### src/rtl/ldm_seq_pkg.sv
package ldm_seq_pkg;
   typedef enum logic [2:0] {
      UOP_COPY  = 3'd0,
      UOP_LOAD  = 3'd1,
      UOP_STORE = 3'd2,
      UOP_BADD  = 3'd3,
      UOP_BSUB  = 3'd4
   } uop_op_e;

   typedef enum logic [1:0] {
      ST_IDLE,
      ST_COPY,
      ST_XFER,
      ST_WB
   } seq_st_e;
endpackage

### src/rtl/ldm_popcount.sv
module ldm_popcount #(
   parameter int N  = 16,
   parameter int CW = $clog2(N + 1)
) (
   input  logic [N-1:0]  vec,
   output logic [CW-1:0] cnt
);
   logic [CW-1:0] part [0:N];

   assign part[0] = '0;
   for (genvar i = 0; i < N; i++) begin : g_sum
      assign part[i+1] = part[i] + CW'(vec[i]);
   end
   assign cnt = part[N];
endmodule

### src/rtl/ldm_lowbit.sv
module ldm_lowbit #(
   parameter int N  = 16,
   parameter int IW = $clog2(N)
) (
   input  logic [N-1:0]  vec,
   output logic [IW-1:0] idx,
   output logic [N-1:0]  rest
);
   logic [IW-1:0] pick [0:N];

   // scan from the top so the lowest set bit wins
   assign pick[N] = '0;
   for (genvar i = N - 1; i >= 0; i--) begin : g_scan
      assign pick[i] = vec[i] ? IW'(i) : pick[i+1];
   end
   assign idx  = pick[0];
   assign rest = vec & (vec - N'(1));
endmodule

### src/rtl/ldm_start_ofs.sv
module ldm_start_ofs #(
   parameter int CW    = 5,
   parameter int OFS_W = 8
) (
   input  logic [CW-1:0]    cnt,
   input  logic             up,
   input  logic             pre,
   output logic [OFS_W-1:0] ofs
);
   localparam logic [OFS_W-1:0] WORD = OFS_W'(4);
   logic [OFS_W-1:0] span;
   logic [OFS_W-1:0] dir_ofs;

   assign span    = OFS_W'(cnt) << 2;
   assign dir_ofs = up ? '0 : span - WORD;
   assign ofs     = pre ? dir_ofs + WORD : dir_ofs;
endmodule

### src/rtl/ldm_uop_seq.sv
module ldm_uop_seq
   import ldm_seq_pkg::*;
#(
   parameter int NREG       = 16,
   parameter int TOTAL_REGS = 32,
   parameter int OFS_W      = 8
) (
   input  logic                                 clk,
   input  logic                                 rst_n,
   input  logic                                 in_valid,
   output logic                                 in_ready,
   input  logic [NREG-1:0]                      in_mask,
   input  logic                                 in_pre,
   input  logic                                 in_up,
   input  logic                                 in_user,
   input  logic                                 in_wb,
   input  logic                                 in_load,
   input  logic [$clog2(NREG)-1:0]              in_base,
   output logic                                 uop_valid,
   input  logic                                 uop_ready,
   output logic [2:0]                           uop_op,
   output logic [$clog2(TOTAL_REGS+NREG)-1:0]   uop_reg,
   output logic [OFS_W-1:0]                     uop_ofs,
   output logic                                 uop_last
);
   localparam int BW = $clog2(NREG);
   localparam int RW = $clog2(TOTAL_REGS + NREG);
   localparam int CW = $clog2(NREG + 1);
   localparam logic [OFS_W-1:0] WORD = OFS_W'(4);

   if (NREG < 2) begin : g_bad_nreg
      $error("NREG must be at least 2");
   end
   if (TOTAL_REGS < NREG) begin : g_bad_total
      $error("TOTAL_REGS must cover the architectural registers");
   end
   if (OFS_W < $clog2(4 * NREG + 1)) begin : g_bad_ofs
      $error("OFS_W too narrow for the largest block");
   end

   seq_st_e          st_q;
   logic [NREG-1:0]  rem_q;
   logic             up_q, user_q, wb_q, load_q;
   logic [BW-1:0]    base_q;
   logic [CW-1:0]    cnt_q;
   logic [OFS_W-1:0] ofs_q;

   logic [CW-1:0]    in_cnt;
   logic [OFS_W-1:0] in_ofs;
   logic [BW-1:0]    low_idx;
   logic [NREG-1:0]  rem_clr;
   logic             accept, fire;

   ldm_popcount #(.N(NREG), .CW(CW)) i_cnt (
      .vec (in_mask),
      .cnt (in_cnt)
   );

   ldm_start_ofs #(.CW(CW), .OFS_W(OFS_W)) i_start (
      .cnt (in_cnt),
      .up  (in_up),
      .pre (in_pre),
      .ofs (in_ofs)
   );

   ldm_lowbit #(.N(NREG), .IW(BW)) i_low (
      .vec  (rem_q),
      .idx  (low_idx),
      .rest (rem_clr)
   );

   assign in_ready  = (st_q == ST_IDLE);
   assign uop_valid = (st_q != ST_IDLE);
   assign accept    = in_valid && in_ready;
   assign fire      = uop_valid && uop_ready;

   always_ff @(posedge clk or negedge rst_n) begin
      if (!rst_n) begin
         st_q   <= ST_IDLE;
         rem_q  <= '0;
         up_q   <= 1'b0;
         user_q <= 1'b0;
         wb_q   <= 1'b0;
         load_q <= 1'b0;
         base_q <= '0;
         cnt_q  <= '0;
         ofs_q  <= '0;
      end else if (accept) begin
         st_q   <= ST_COPY;
         rem_q  <= in_mask;
         up_q   <= in_up;
         user_q <= in_user;
         wb_q   <= in_wb;
         load_q <= in_load;
         base_q <= in_base;
         cnt_q  <= in_cnt;
         ofs_q  <= in_ofs;
      end else if (fire) begin
         unique case (st_q)
            ST_COPY: begin
               if (rem_q != '0)  st_q <= ST_XFER;
               else if (wb_q)    st_q <= ST_WB;
               else              st_q <= ST_IDLE;
            end
            ST_XFER: begin
               rem_q <= rem_clr;
               ofs_q <= up_q ? ofs_q + WORD : ofs_q - WORD;
               if (rem_clr != '0) st_q <= ST_XFER;
               else if (wb_q)     st_q <= ST_WB;
               else               st_q <= ST_IDLE;
            end
            default: st_q <= ST_IDLE;
         endcase
      end
   end

   always_comb begin
      uop_op   = UOP_COPY;
      uop_reg  = RW'(base_q);
      uop_ofs  = '0;
      uop_last = 1'b0;
      unique case (st_q)
         ST_COPY: begin
            uop_last = (rem_q == '0) && !wb_q;
         end
         ST_XFER: begin
            uop_op   = load_q ? UOP_LOAD : UOP_STORE;
            uop_reg  = user_q ? RW'(low_idx) + RW'(TOTAL_REGS) : RW'(low_idx);
            uop_ofs  = ofs_q;
            uop_last = (rem_clr == '0) && !wb_q;
         end
         ST_WB: begin
            uop_op   = up_q ? UOP_BADD : UOP_BSUB;
            uop_ofs  = OFS_W'(cnt_q) << 2;
            uop_last = 1'b1;
         end
         default: begin
            uop_last = 1'b0;
         end
      endcase
   end
endmodule

### config.mk
export PLATFORM = sky130hd
export DESIGN_NAME = ldm_uop_seq
export DESIGN_NICKNAME = d
export VERILOG_FILES = /design/src/rtl/ldm_seq_pkg.sv /design/src/rtl/ldm_popcount.sv /design/src/rtl/ldm_lowbit.sv /design/src/rtl/ldm_start_ofs.sv /design/src/rtl/ldm_uop_seq.sv
export SDC_FILE = /design/constraint.sdc
export NUM_CORES = 1
export LEC_CHECK = 0
export BUFFER_PORTS_ARGS = -buffer_cell sky130_fd_sc_hd__buf_4
export CORE_AREA = 2 2 84 86
export CTS_BUF_LIST = sky130_fd_sc_hd__clkbuf_4
export CTS_CLUSTER_SIZE = 28
export DETAILED_ROUTE_END_ITERATION = 8
export DIE_AREA = 0 0 86 88
export SKIP_LAST_GASP = 1
export SLEW_MARGIN = 20
export SYNTH_ARGS = -nofsm -noshare
export SYNTH_HDL_FRONTEND = slang
export SYNTH_SLANG_ARGS = --single-unit
export TNS_END_PERCENT = 30
### constraint.sdc
create_clock -name clk -period 3.1 [get_ports clk]
set_input_delay 0.155 -clock clk [delete_from_list [all_inputs] [get_ports clk]]
set_output_delay 0.155 -clock clk [all_outputs]
set_load 0.05 [all_outputs]
==> impl_results.md, run 1 <==
* Largest net degree at the start of global routing at 38
* IR drop worst, VDD at 548 uV
* P_int at 1.86 mW
* Synthesized cell area at 2910 sq um
* Asr flop ratio synth at 1.00
* Initial DRC count at ~240
* Crit. End Element: flop
* Status: finished with violations
* Clk Latency, worst-skew pair at between 300 and 400 ps
* Kind of critical path: input port to flop
* Yosys cell types at 55
* Port Buf Inserts at 45
* RR Startpoint: rem_q[1]$_DFFE_PN0P_
* Combinational power share at 0.663
* Placed insts at slightly below 500
* Final worst slack at -993 ps
* CP startpoint kind: input port
* Placed inst area at 3470 sq um
* Hold Fails Final Rpt at 0
* Die width at approximately 86 um
* Routed WL at 7490 um
* Failing checks: setup timing
* Remaining Overflow, GRT at 0
* CTS Buf Count at 5
* M1 WL at between 3000 and 4000 um
* Clock sinks at 37
* Num ports at 49
* Antenna Nets Post-Route at 0
* Hold Crit Class: input port to flop
* Max Fclk at roughly 240 MHz
* Total global-route track usage at 0.214
* Layout area overhead at 23.2%
* Hold Startpoint: in_base[1]
* Number of synthesized register bits at 37
* Final setup vio count at 11
* Bufs on Longest Clock Path at 2
* Num rows at 30
* DP Wirelength at about 5700 um
* Die Ht at roughly 90 um
* WL/cell at between 15 and 20 um
* Setup slack at placement at -1480 ps
* CTS HTree Levels at 2
* Register area share after synthesis at 0.318
* Filler cell count at 662
* Clock power frac at 0.068
* Synth top area share at 0.318
* Uppermost layer routed: met4
* Flop pwr share at 0.270
* Vias in the first global route at around 2600
* Cells after synthesis at 350
* Area occupied by multi-input gates at approximately 1800 sq um
* Clock-pin slew on the worst setup and hold paths at ~120 ps
* Tot Pwr at around 3.7 mW
* Synth warnings at 0
* Final Max Tran Viols at 0
* Post-DR vias/cell at 5.38
* Drt first pass iters at 4
* First-pass GRT wire length at ~13000 um
* Crit path launch: in_mask[11]
* MaxCap Viol Count at 0
* Fin crit share at 1.32
* Clk root buf: clkbuf_4
* Layout cells sized above 1 at 0.237
* Final instance area at 3590 sq um
* NetSw at about 1.8 mW
* Setup Skew at approximately 3.9 ps
* Die Area at between 7000 and 8000 sq um
* Leak at between 1.5 and 2 nW
* Slew @ Worst Pin at between 500 and 600 ps
* GPL Wtd Cong at approximately 0.84
* Max FO, Critical Path at 4
* Prevailing post-synth register cell: dfrtp_1
* Ant diodes at 0
* Arrival time at the worst endpoint at between 4000 and 5000 ps
* Initial Utilization at 0.438
* WL met3 at ~400 um
* Initial antenna violation count at 0
* Ranking of synthesized cells by area: dfrtp_1, fa_1, nand2_1
* CP Data Required Time at between 3000 and 4000 ps
* DR WL met2 at 3500 um
* Core area at 6640 sq um
* Vias post-DR at ~2700
* Hold WS at around 7.5 ps
* Number of synthesized flops with an enable pin at 0
* Slew headroom at 0.604
* CTS tree: built
* Pwr dens at between 1000 and 1500 nW/um^2
* Post-synth top area cell: dfrtp_1
* Switching share of total power at 0.497
* Most frequent cells after synthesis: nand2_1, dfrtp_1, inv_1
* Minimum clock period at 4090 ps
* Synthesized area per cell at a little over 8 sq um
* Cell Count, Final, Fillers Out at ~500
* # nets final at 470
* Register area at approximately 930 sq um
* Remaining DRCs at 0
* Most common cell in the synthesized netlist: nand2_1
* RSZ-0062 raised after global routing: yes
-- worst paths after layout --
check                                        endpoint  slack (ps)  depth (start not counted)
worst max register to register    st_q[1]$_DFFE_PN0P_         600                          7
worst min-delay path            base_q[1]$_DFFE_PN0P_           7                          3
worst min register to register     user_q$_DFFE_PN0P_         480                          2
max in group asynchronous        rem_q[4]$_DFFE_PN0P_        2460                          2
worst max-delay path             ofs_q[6]$_DFFE_PN0P_        -990                         14
min in group asynchronous       base_q[2]$_DFFE_PN0P_         300                          2
-- kinds of logic after synthesis --
logic type / synth area share
compound gates: 0.207
fa+ha+maj: 0.143
mux: 0.0176
buf+inv: 0.0890
flops: 0.318
xor+xnor: 0.0331
simple gates: 0.191
other cells: 0.00129
-- critical path, stage by stage --
cell and delay [ps]:
buf_6 100, fa_1 580, inv_2 50, fa_1 450, fa_1 510, fa_1 430
fa_2 370, fa_1 460, ha_1 300, nand3b_1 230, o211ai_1 250, a2bb2oi_2 180
mux2i_1 190, o21ai_1 70
-- metal layers --
metal	global-route usage	up-vias
li1	-	1330
met1	0.304	1263
met2	0.350	77
met3	0.0283	6
met4	0.0491	0
met5	0	-
-- placed cells by master, fill, tap and decap left out, types with 4 or more instances in the layout --
master	synthesis	routed
mux2i_1	4	4
buf_4	3	73
nand3_1	8	8
dlygate4sd3_1	0	4
o21ai_1	19	20
inv_1	35	32
clkbuf_4	1	5
a22o_1	8	8
nor2_1	19	18
o21ai_0	27	26
nor3_1	13	12
a21oi_1	13	13
ha_1	14	14
o22ai_1	7	7
dfrtp_1	37	37
xnor2_1	8	8
nor4_1	4	4
fa_1	11	10
nor2b_1	6	6
nand2_1	53	53
-- per-stage QoR --
| step | util | setup TNS [ps] |
|---|---|---|
| after global routing | 0.540 | -6270 |
| after floorplan | - | -5790 |
| after global placement | 0.522 | -9450 |
| after CTS | 0.540 | -5790 |
| final | 0.540 | -5040 |
| after detailed placement | 0.522 | -9790 |
-- layout make-up --
class | count | area share
Clock buffer | 5 | 0.0105
Timing Repair Buffer | 79 | 0.170
Multi-Input combinational cell | 258 | 0.491
Inverter | 35 | 0.0387
Clock inverter | 3 | 0.00349
Tap cell | 80 | 0.0279
Sequential cell | 37 | 0.258
-- timing repair --
action,in CTS,in global routing
pin swaps,10,7
gates resized for setup,7,0
setup endpoints to repair,11,11
hold buffers,4,0
setup buffers,1,0
endpoints found under the hold margin,40,0
-- flip-flops by register name, summed over array words and instances, names as in the netlist --
signal	cells
load_q	1
up_q	1
user_q	1
ofs_q	6
st_q	2
cnt_q	5
base_q	4
rem_q	16
wb_q	1
-- power by group through the flow --
stage | sequential (mW) | clock (mW) | combinational [mW]
4_1_cts | 0.989 | 0.263 | 2.46
3_3_place_gp | 0.996 | 0 | 2.34
2_1_floorplan | 0.865 | 0 | 1.85
5_1_grt | 1.04 | 0.283 | 2.73
3_5_place_dp | 0.997 | 0 | 2.38
6_report | 0.997 | 0.251 | 2.45
(Power assumes the default switching activity.)
==> run 2: changes to the inputs <==
- CORE_AREA: 2 2 84 86 -> 2 2 88 90
- DIE_AREA: 0 0 86 88 -> 0 0 90 92
- SYNTH_HIERARCHICAL: default -> 1
==> run 2 against run 1 <==
Effect of this change:
- the run still ends with setup timing left
- cell area rose by 13%
- total power rose by 23%
- via count rose by 7.2%
- maximum frequency rose by 2.3%
==> impl_results.md, run 2 <==
* First-pass GRT wire length at roughly 14000 um
* Vias post-DR at ~2900
* Core area at approximately 7400 sq um
* CTS HTree Levels at 2
* Asr flop ratio synth at 1.00
* Max Fclk at ~250 MHz
* Commonest non-fill, non-tap cell in the layout: buf_4
* Switching share of total power at 0.480
* Vias in the first global route at slightly below 3000
* Slowest library cell on the worst path: fa_1
* CTS tree: built
* CP max stage delay at about 540 ps
* CP startpoint kind: input port
* Layout cells sized above 1 at 0.262
* Clock sinks at 39
* # nets final at around 510
* Clock-pin slew on the worst setup and hold paths at between 100 and 150 ps
* Most frequent cells in the layout: buf_4, nand2_1, dfrtp_1, inv_1
* Final Max Tran Viols at 0
* Kind of critical path: input port to flop
* Hold WS at around 11 ps
* Port Buf Inserts at 47
* Largest net degree at the start of global routing at 40
* Slew headroom at 0.607
* Synthesized cell area at 3200 sq um
* RR Endpoint: st_q[0]$_DFFE_PN0P_
* MaxCap Viol Count at 0
* Ranking of synthesized cells by area: dfrtp_1, nand2_1, fa_1
* Post-synth top area cell: dfrtp_1
* IR drop worst, VDD at about 670 uV
* Final setup vio count at 9
* Ant diodes at 0
* Number of synthesized register bits at 39
* Remaining Overflow, GRT at 0
* Die width at around 90 um
* Leak at 2.03 nW
* Setup Skew at ~9.7 ps
* Prevailing post-synth register cell: dfrtp_1
* Crit. End Element: flop
* Bufs on Longest Clock Path at 2
* WL/cell at between 10 and 15 um
* CP Cell Sequence: buf_4, inv_1, fa_1, fa_1, fa_1, fa_1, inv_2, ha_4, inv_2, fa_2, inv_2, inv_2, ha_4, xnor2_2, nand4bb_4, o2111ai_2, o31ai_1, nand2_1, o211ai_1, a311o_1
* Largest Register: rem_q
* Die Area at a little over 8000 sq um
* Synth top area share at 0.305
* Num ports at 49
* Combinational power share at 0.695
* RR Startpoint: rem_q[2]$_DFFE_PN0P_
* Final worst slack at -900 ps
* RSZ-0062 raised after global routing: yes
* Fin crit share at 1.29
* Post-DR vias/cell at just over 5
* Most common cell in the synthesized netlist: nand2_1
* Cells after synthesis at between 300 and 400
* Clk Latency, worst-skew pair at roughly 350 ps
* Flop pwr share at 0.230
* Worst hold path depth at 3
* Minimum clock period at 4000 ps
* Slew @ Worst Pin at 588 ps
* Synth warnings at 6
* NetSw at 2.19 mW
* Clk root buf: clkbuf_4
* CTS Buf Count at 5
* Initial Utilization at 0.430
* Number of synthesized flops with an enable pin at 0
* Num rows at 32
* Routed WL at roughly 7800 um
* Register area share after synthesis at 0.305
* Arrival time at the worst endpoint at between 4000 and 5000 ps
* Failing checks: setup timing
* Hold Startpoint: in_wb
* Initial DRC count at approximately 160
* Remaining DRCs at 0
* Synthesized area per cell at roughly 8.5 sq um
* Most frequent cells after synthesis: nand2_1, inv_1, dfrtp_1
* Die Ht at about 92 um
* Status: finished with violations
* Initial antenna violation count at 0
* GPL Wtd Cong at between 0.8 and 0.9
* FF-to-FF path depth at 8
* Antenna Nets Post-Route at 0
* Hold Crit Class: input port to flop
* WP buf/inv at 6
* Drt first pass iters at 4
* Largest regs: rem_q: 16 flops, ofs_q: 8 flops, cnt_q: 5 flops
* Pwr dens at around 1100 nW/um^2
* Yosys cell types at between 50 and 60
* Layout area overhead at 27.0%
* Largest register FFs at 16
* Hold Crit Endpoint: wb_q$_DFFE_PN0P_
* Total global-route track usage at 0.197
* CP Data Required Time at between 3000 and 4000 ps
* P_int at between 2 and 2.5 mW
* Max FO, Critical Path at 3
* Setup slack at placement at -1410 ps
* DP Wirelength at a little under 6000 um
* R2R Setup Slk at approximately 540 ps
* Hold Fails Final Rpt at 0
* Kind of cell adding the most delay to the critical path: adder cells
* Clock power frac at 0.075
==> run 2: cell count changes after synthesis, moves of 5 or more <==
cell,change
clkbuf_1,-8
buf_4,+7
nand2_1,+15
nor3_1,-7
mux2i_1,+18
nor4_1,+5
o22ai_1,-5
and2_1,+6
nand3_1,-6
o21a_1,+5
o21ai_0,-20
a21oi_1,-5
inv_1,+5
nor2_1,+5
==> run 2: worst max path at each step <==
| stage | slack [ps] | end | depth (start not counted) | start |
|---|---|---|---|---|
| after floorplan | -1180 | ofs_q[7]$_DFFE_PN0P_ | 19 | in_mask[15] |
| after global placement | -1350 | ofs_q[7]$_DFFE_PN0P_ | 20 | in_mask[15] |
| after detailed placement | -1410 | ofs_q[7]$_DFFE_PN0P_ | 20 | in_mask[15] |
| after CTS | -940 | ofs_q[7]$_DFFE_PN0P_ | 20 | in_mask[1] |
| after global routing | -1060 | ofs_q[7]$_DFFE_PN0P_ | 20 | in_mask[1] |
| final | -900 | ofs_q[7]$_DFFE_PN0P_ | 20 | in_mask[1] |
==> run 2: area by class of cell <==
class / instances / area (sq um)
inverters: 41 / 164
repair buffers: 84 / 659
clock inverters: 3 / 38.8
flip-flops and latches: 39 / 976
fillers: 719 / 3380
well taps: 102 / 128
clock buffers: 5 / 37.5
multi-input cells: 282 / 2060
==> run 2: per-layer routing <==
metal,track usage,vias up,wire [um]
li1,-,1439,-
met1,0.272,1352,3820
met2,0.326,71,3580
met3,0.0271,7,288
met4,0.0513,0,93
met5,0,-,0
==> run 2: cell families (layout without fill, tap and decap cells) <==
group,after synthesis,after routing,synth area share
AND/OR/NAND/NOR,136,136,0.202
AO/OA/AOI/OAI,77,77,0.161
buffers and inverters,59,133,0.0824
flip-flops,39,39,0.305
multiplexers,27,27,0.0863
adder cells (fa/ha/maj),26,26,0.127
XOR/XNOR,12,12,0.0328
other,3,4,0.00352
==> run 2: power by group through the flow <==
| stage | Sequential [mW] | Combinational [mW] | Clock [mW] |
|---|---|---|---|
| floorplan | 0.958 | 2.25 | 0 |
| global placement | 1.03 | 2.93 | 0 |
| detailed placement | 1.05 | 2.99 | 0 |
| CTS | 1.04 | 3.07 | 0.356 |
| global route | 1.08 | 3.51 | 0.377 |
| finish | 1.05 | 3.17 | 0.343 |
==> run 2: timing repair <==
item | in CTS | in global routing
hold buffers | 7 | 0
resized for setup | 6 | 10
endpoints found under the setup margin | 10 | 11
pin swaps | 9 | 4
endpoints found under the hold margin | 45 | 0
setup buffers | 1 | 1
==> run 2: tightest hold or removal path: stages <==
cell     delay, ps
buf_4           80
nand2_1         40
o21ai_1         60
==> run 2: per-stage QoR <==
step / cell area [sq um] / util / instances / setup TNS, ps / power, mW
floorplan: 3260 / - / 380 / -5250 / 3.21
global placement: 3850 / 0.516 / 539 / -8480 / 3.97
detailed placement: 3850 / 0.516 / 539 / -8750 / 4.03
CTS: 4010 / 0.539 / 555 / -4300 / 4.46
global route: 4070 / 0.546 / 556 / -5650 / 4.97
finish: 4070 / 0.546 / 556 / -4150 / 4.55
==> run 3: changes to the inputs <==
- CORE_AREA: 2 2 88 90 -> 2 2 105 66
- DIE_AREA: 0 0 90 92 -> 0 0 107 68
- PLACE_DENSITY: default -> 0.73
==> run 3 against run 2 <==
Effect of this change:
- the flow still finishes with violations (setup timing)
- setup slack worse by 42 ps
- first-iteration DRC count rose by 12%
- combinational power is 5% higher
- register-to-register slack got worse by 100 ps
- die area shrank 12%
- global-route usage increased by 4.0 points
- clock power is 21% lower
- total power up 1.7%
- cell area down 0.31%
- core utilization up 8.6 points
- largest cell class unchanged
- highest routed layer unchanged
==> impl_results.md, run 3 (synthesis results as in run 2) <==
* Leak at roughly 2.0 nW
* Arrival time at the worst endpoint at 4280 ps
* Setup slack at placement at -1460 ps
* Drt first pass iters at 4
* Filler cell count at 559
* CP Data Required Time at about 3300 ps
* Hold Startpoint: in_load
* Slew @ Worst Pin at around 650 ps
* WP buf/inv at 6
* R2R Setup Slk at about 440 ps
* Clk Latency, worst-skew pair at 350 ps
* Slew headroom at 0.565
* Clock sinks at 39
* Initial DRC count at about 180
* Slowest library cell on the worst path: fa_1
* CTS HTree Levels at 2
* Setup Skew at between 10 and 15 ps
* Hold Fails Final Rpt at 0
* Remaining Overflow, GRT at 0
* Ant diodes at 0
* Vias post-DR at between 2000 and 3000
* Max FO, Critical Path at 3
* Worst hold path depth at 3
* Largest register FFs at 16
* Hold Crit Endpoint: load_q$_DFFE_PN0P_
* Largest regs: rem_q: 16 flops, ofs_q: 8 flops, cnt_q: 5 flops
* Clock-pin slew on the worst setup and hold paths at 110 ps
* Routed WL at roughly 8000 um
* Pwr dens at 1140 nW/um^2
* Total global-route track usage at 0.237
* Kind of critical path: input port to flop
* Die Area at ~7300 sq um
* Die Ht at about 68 um
* Initial Utilization at 0.499
* Post-DR vias/cell at approximately 5.3
* Num ports at roughly 50
* Commonest non-fill, non-tap cell in the layout: buf_4
* Initial antenna violation count at 0
* RSZ-0062 raised after global routing: yes
* Clk root buf: clkbuf_4
* WL/cell at ~15 um
* Vias in the first global route at 2730
* First-pass GRT wire length at 13300 um
* DP Wirelength at 6290 um
* Failing checks: setup timing
* Largest Register: rem_q
* RR Endpoint: st_q[0]$_DFFE_PN0P_
* CP startpoint kind: input port
* IR drop worst, VDD at roughly 1100 uV
* Die width at 107 um
* Kind of cell adding the most delay to the critical path: adder cells
* Bufs on Longest Clock Path at 2
* Max Fclk at ~250 MHz
* Final setup vio count at 9
* Minimum clock period at around 4000 ps
* Final worst slack at -943 ps
* MaxCap Viol Count at 0
* CTS Buf Count at 5
* Layout cells sized above 1 at 0.274
* Port Buf Inserts at 47
* Hold Crit Class: input port to flop
* Num rows at 23
* Antenna Nets Post-Route at 0
* Layout area overhead at 26.6%
* CTS tree: built
* Fin crit share at 1.30
* Setup TNS at -4630 ps
* # nets final at 510
* Crit. End Element: flop
* Register area at between 900 and 1000 sq um
* Area occupied by multi-input gates at 2070 sq um
* RR Startpoint: rem_q[11]$_DFFE_PN0P_
* CP max stage delay at about 550 ps
* Status: finished with violations
* GPL Wtd Cong at around 0.90
* Most frequent cells in the layout: buf_4, nand2_1, dfrtp_1, inv_1
* CP Cell Sequence: buf_8, inv_8, fa_1, fa_1, fa_1, fa_1, inv_2, ha_4, inv_2, fa_2, inv_2, inv_2, ha_4, xnor2_2, nand4bb_4, o2111ai_2, o31ai_1, nand2_1, o211ai_1, a311o_1
* Final Max Tran Viols at 0
* FF-to-FF path depth at 8
* Largest net degree at the start of global routing at 40
* Core area at about 6400 sq um
* Remaining DRCs at 0
==> run 3: changes by cell type in the layout (fill, tap and decap cells not counted), sizes merged <==
cell and change:
bufinv -1, clkinv -1, buf +3, clkbuf +2, dlygate4sd3 -1
==> run 3: layout make-up <==
type	count	share of cell area
Inverter	41	0.0398
Tap cell	87	0.0269
Sequential cell	39	0.241
Clock inverter	1	0.00123
Clock buffer	7	0.0130
Timing Repair Buffer	86	0.167
Multi-Input combinational cell	282	0.512
==> run 3: tightest hold or removal path, delay by kind of cell <==
| kind | cells | cell delay [ps] |
|---|---|---|
| buffers and inverters | 1 | 80 |
| AND/OR/NAND/NOR | 2 | 100 |
==> run 3: stage by stage <==
step | area, sq um | utilization | hold slack, ps | total power [mW] | std cells
2_1_floorplan | 3260 | - | -141 | 3.21 | 380
3_3_place_gp | 3830 | 0.598 | 166 | 3.96 | 525
3_5_place_dp | 3830 | 0.598 | 163 | 4.07 | 525
4_1_cts | 4000 | 0.623 | 1.78 | 4.44 | 542
5_1_grt | 4050 | 0.632 | 11.5 | 5.00 | 543
6_report | 4050 | 0.632 | 8.89 | 4.63 | 543
==> run 3: what timing repair did <==
action,4_1_cts,5_1_grt
hold buffers,6,0
setup buffers,3,1
pin swaps,6,8
resized for setup,10,9
endpoints found under the setup margin,9,11
endpoints found under the hold margin,44,0
==> run 3: how the worst max path moves through the flow <==
stage | from | end | slack (ps) | depth (start not counted)
CTS | in_mask[5] | ofs_q[7]$_DFFE_PN0P_ | -940 | 20
floorplan | in_mask[15] | ofs_q[7]$_DFFE_PN0P_ | -1180 | 19
global route | in_mask[15] | ofs_q[7]$_DFFE_PN0P_ | -1040 | 20
finish | in_mask[15] | ofs_q[7]$_DFFE_PN0P_ | -940 | 20
global placement | in_mask[15] | ofs_q[7]$_DFFE_PN0P_ | -1350 | 20
detailed placement | in_mask[15] | ofs_q[6]$_DFFE_PN0P_ | -1460 | 21
==> run 3: layer usage <==
layer	wire, um	share of wire	track usage	vias up
met5	0	0	0	-
met4	65	0.0080	0.0568	0
met3	550	0.067	0.0324	9
met2	3280	0.40	0.346	106
met1	4250	0.52	0.369	1337
li1	-	-	-	1437
==> run 3: where the power goes <==
part	switching (mW)	internal, mW
sequential	0.292	0.742
combinational	1.84	1.49
clock	0.166	0.106
total	2.29	2.34
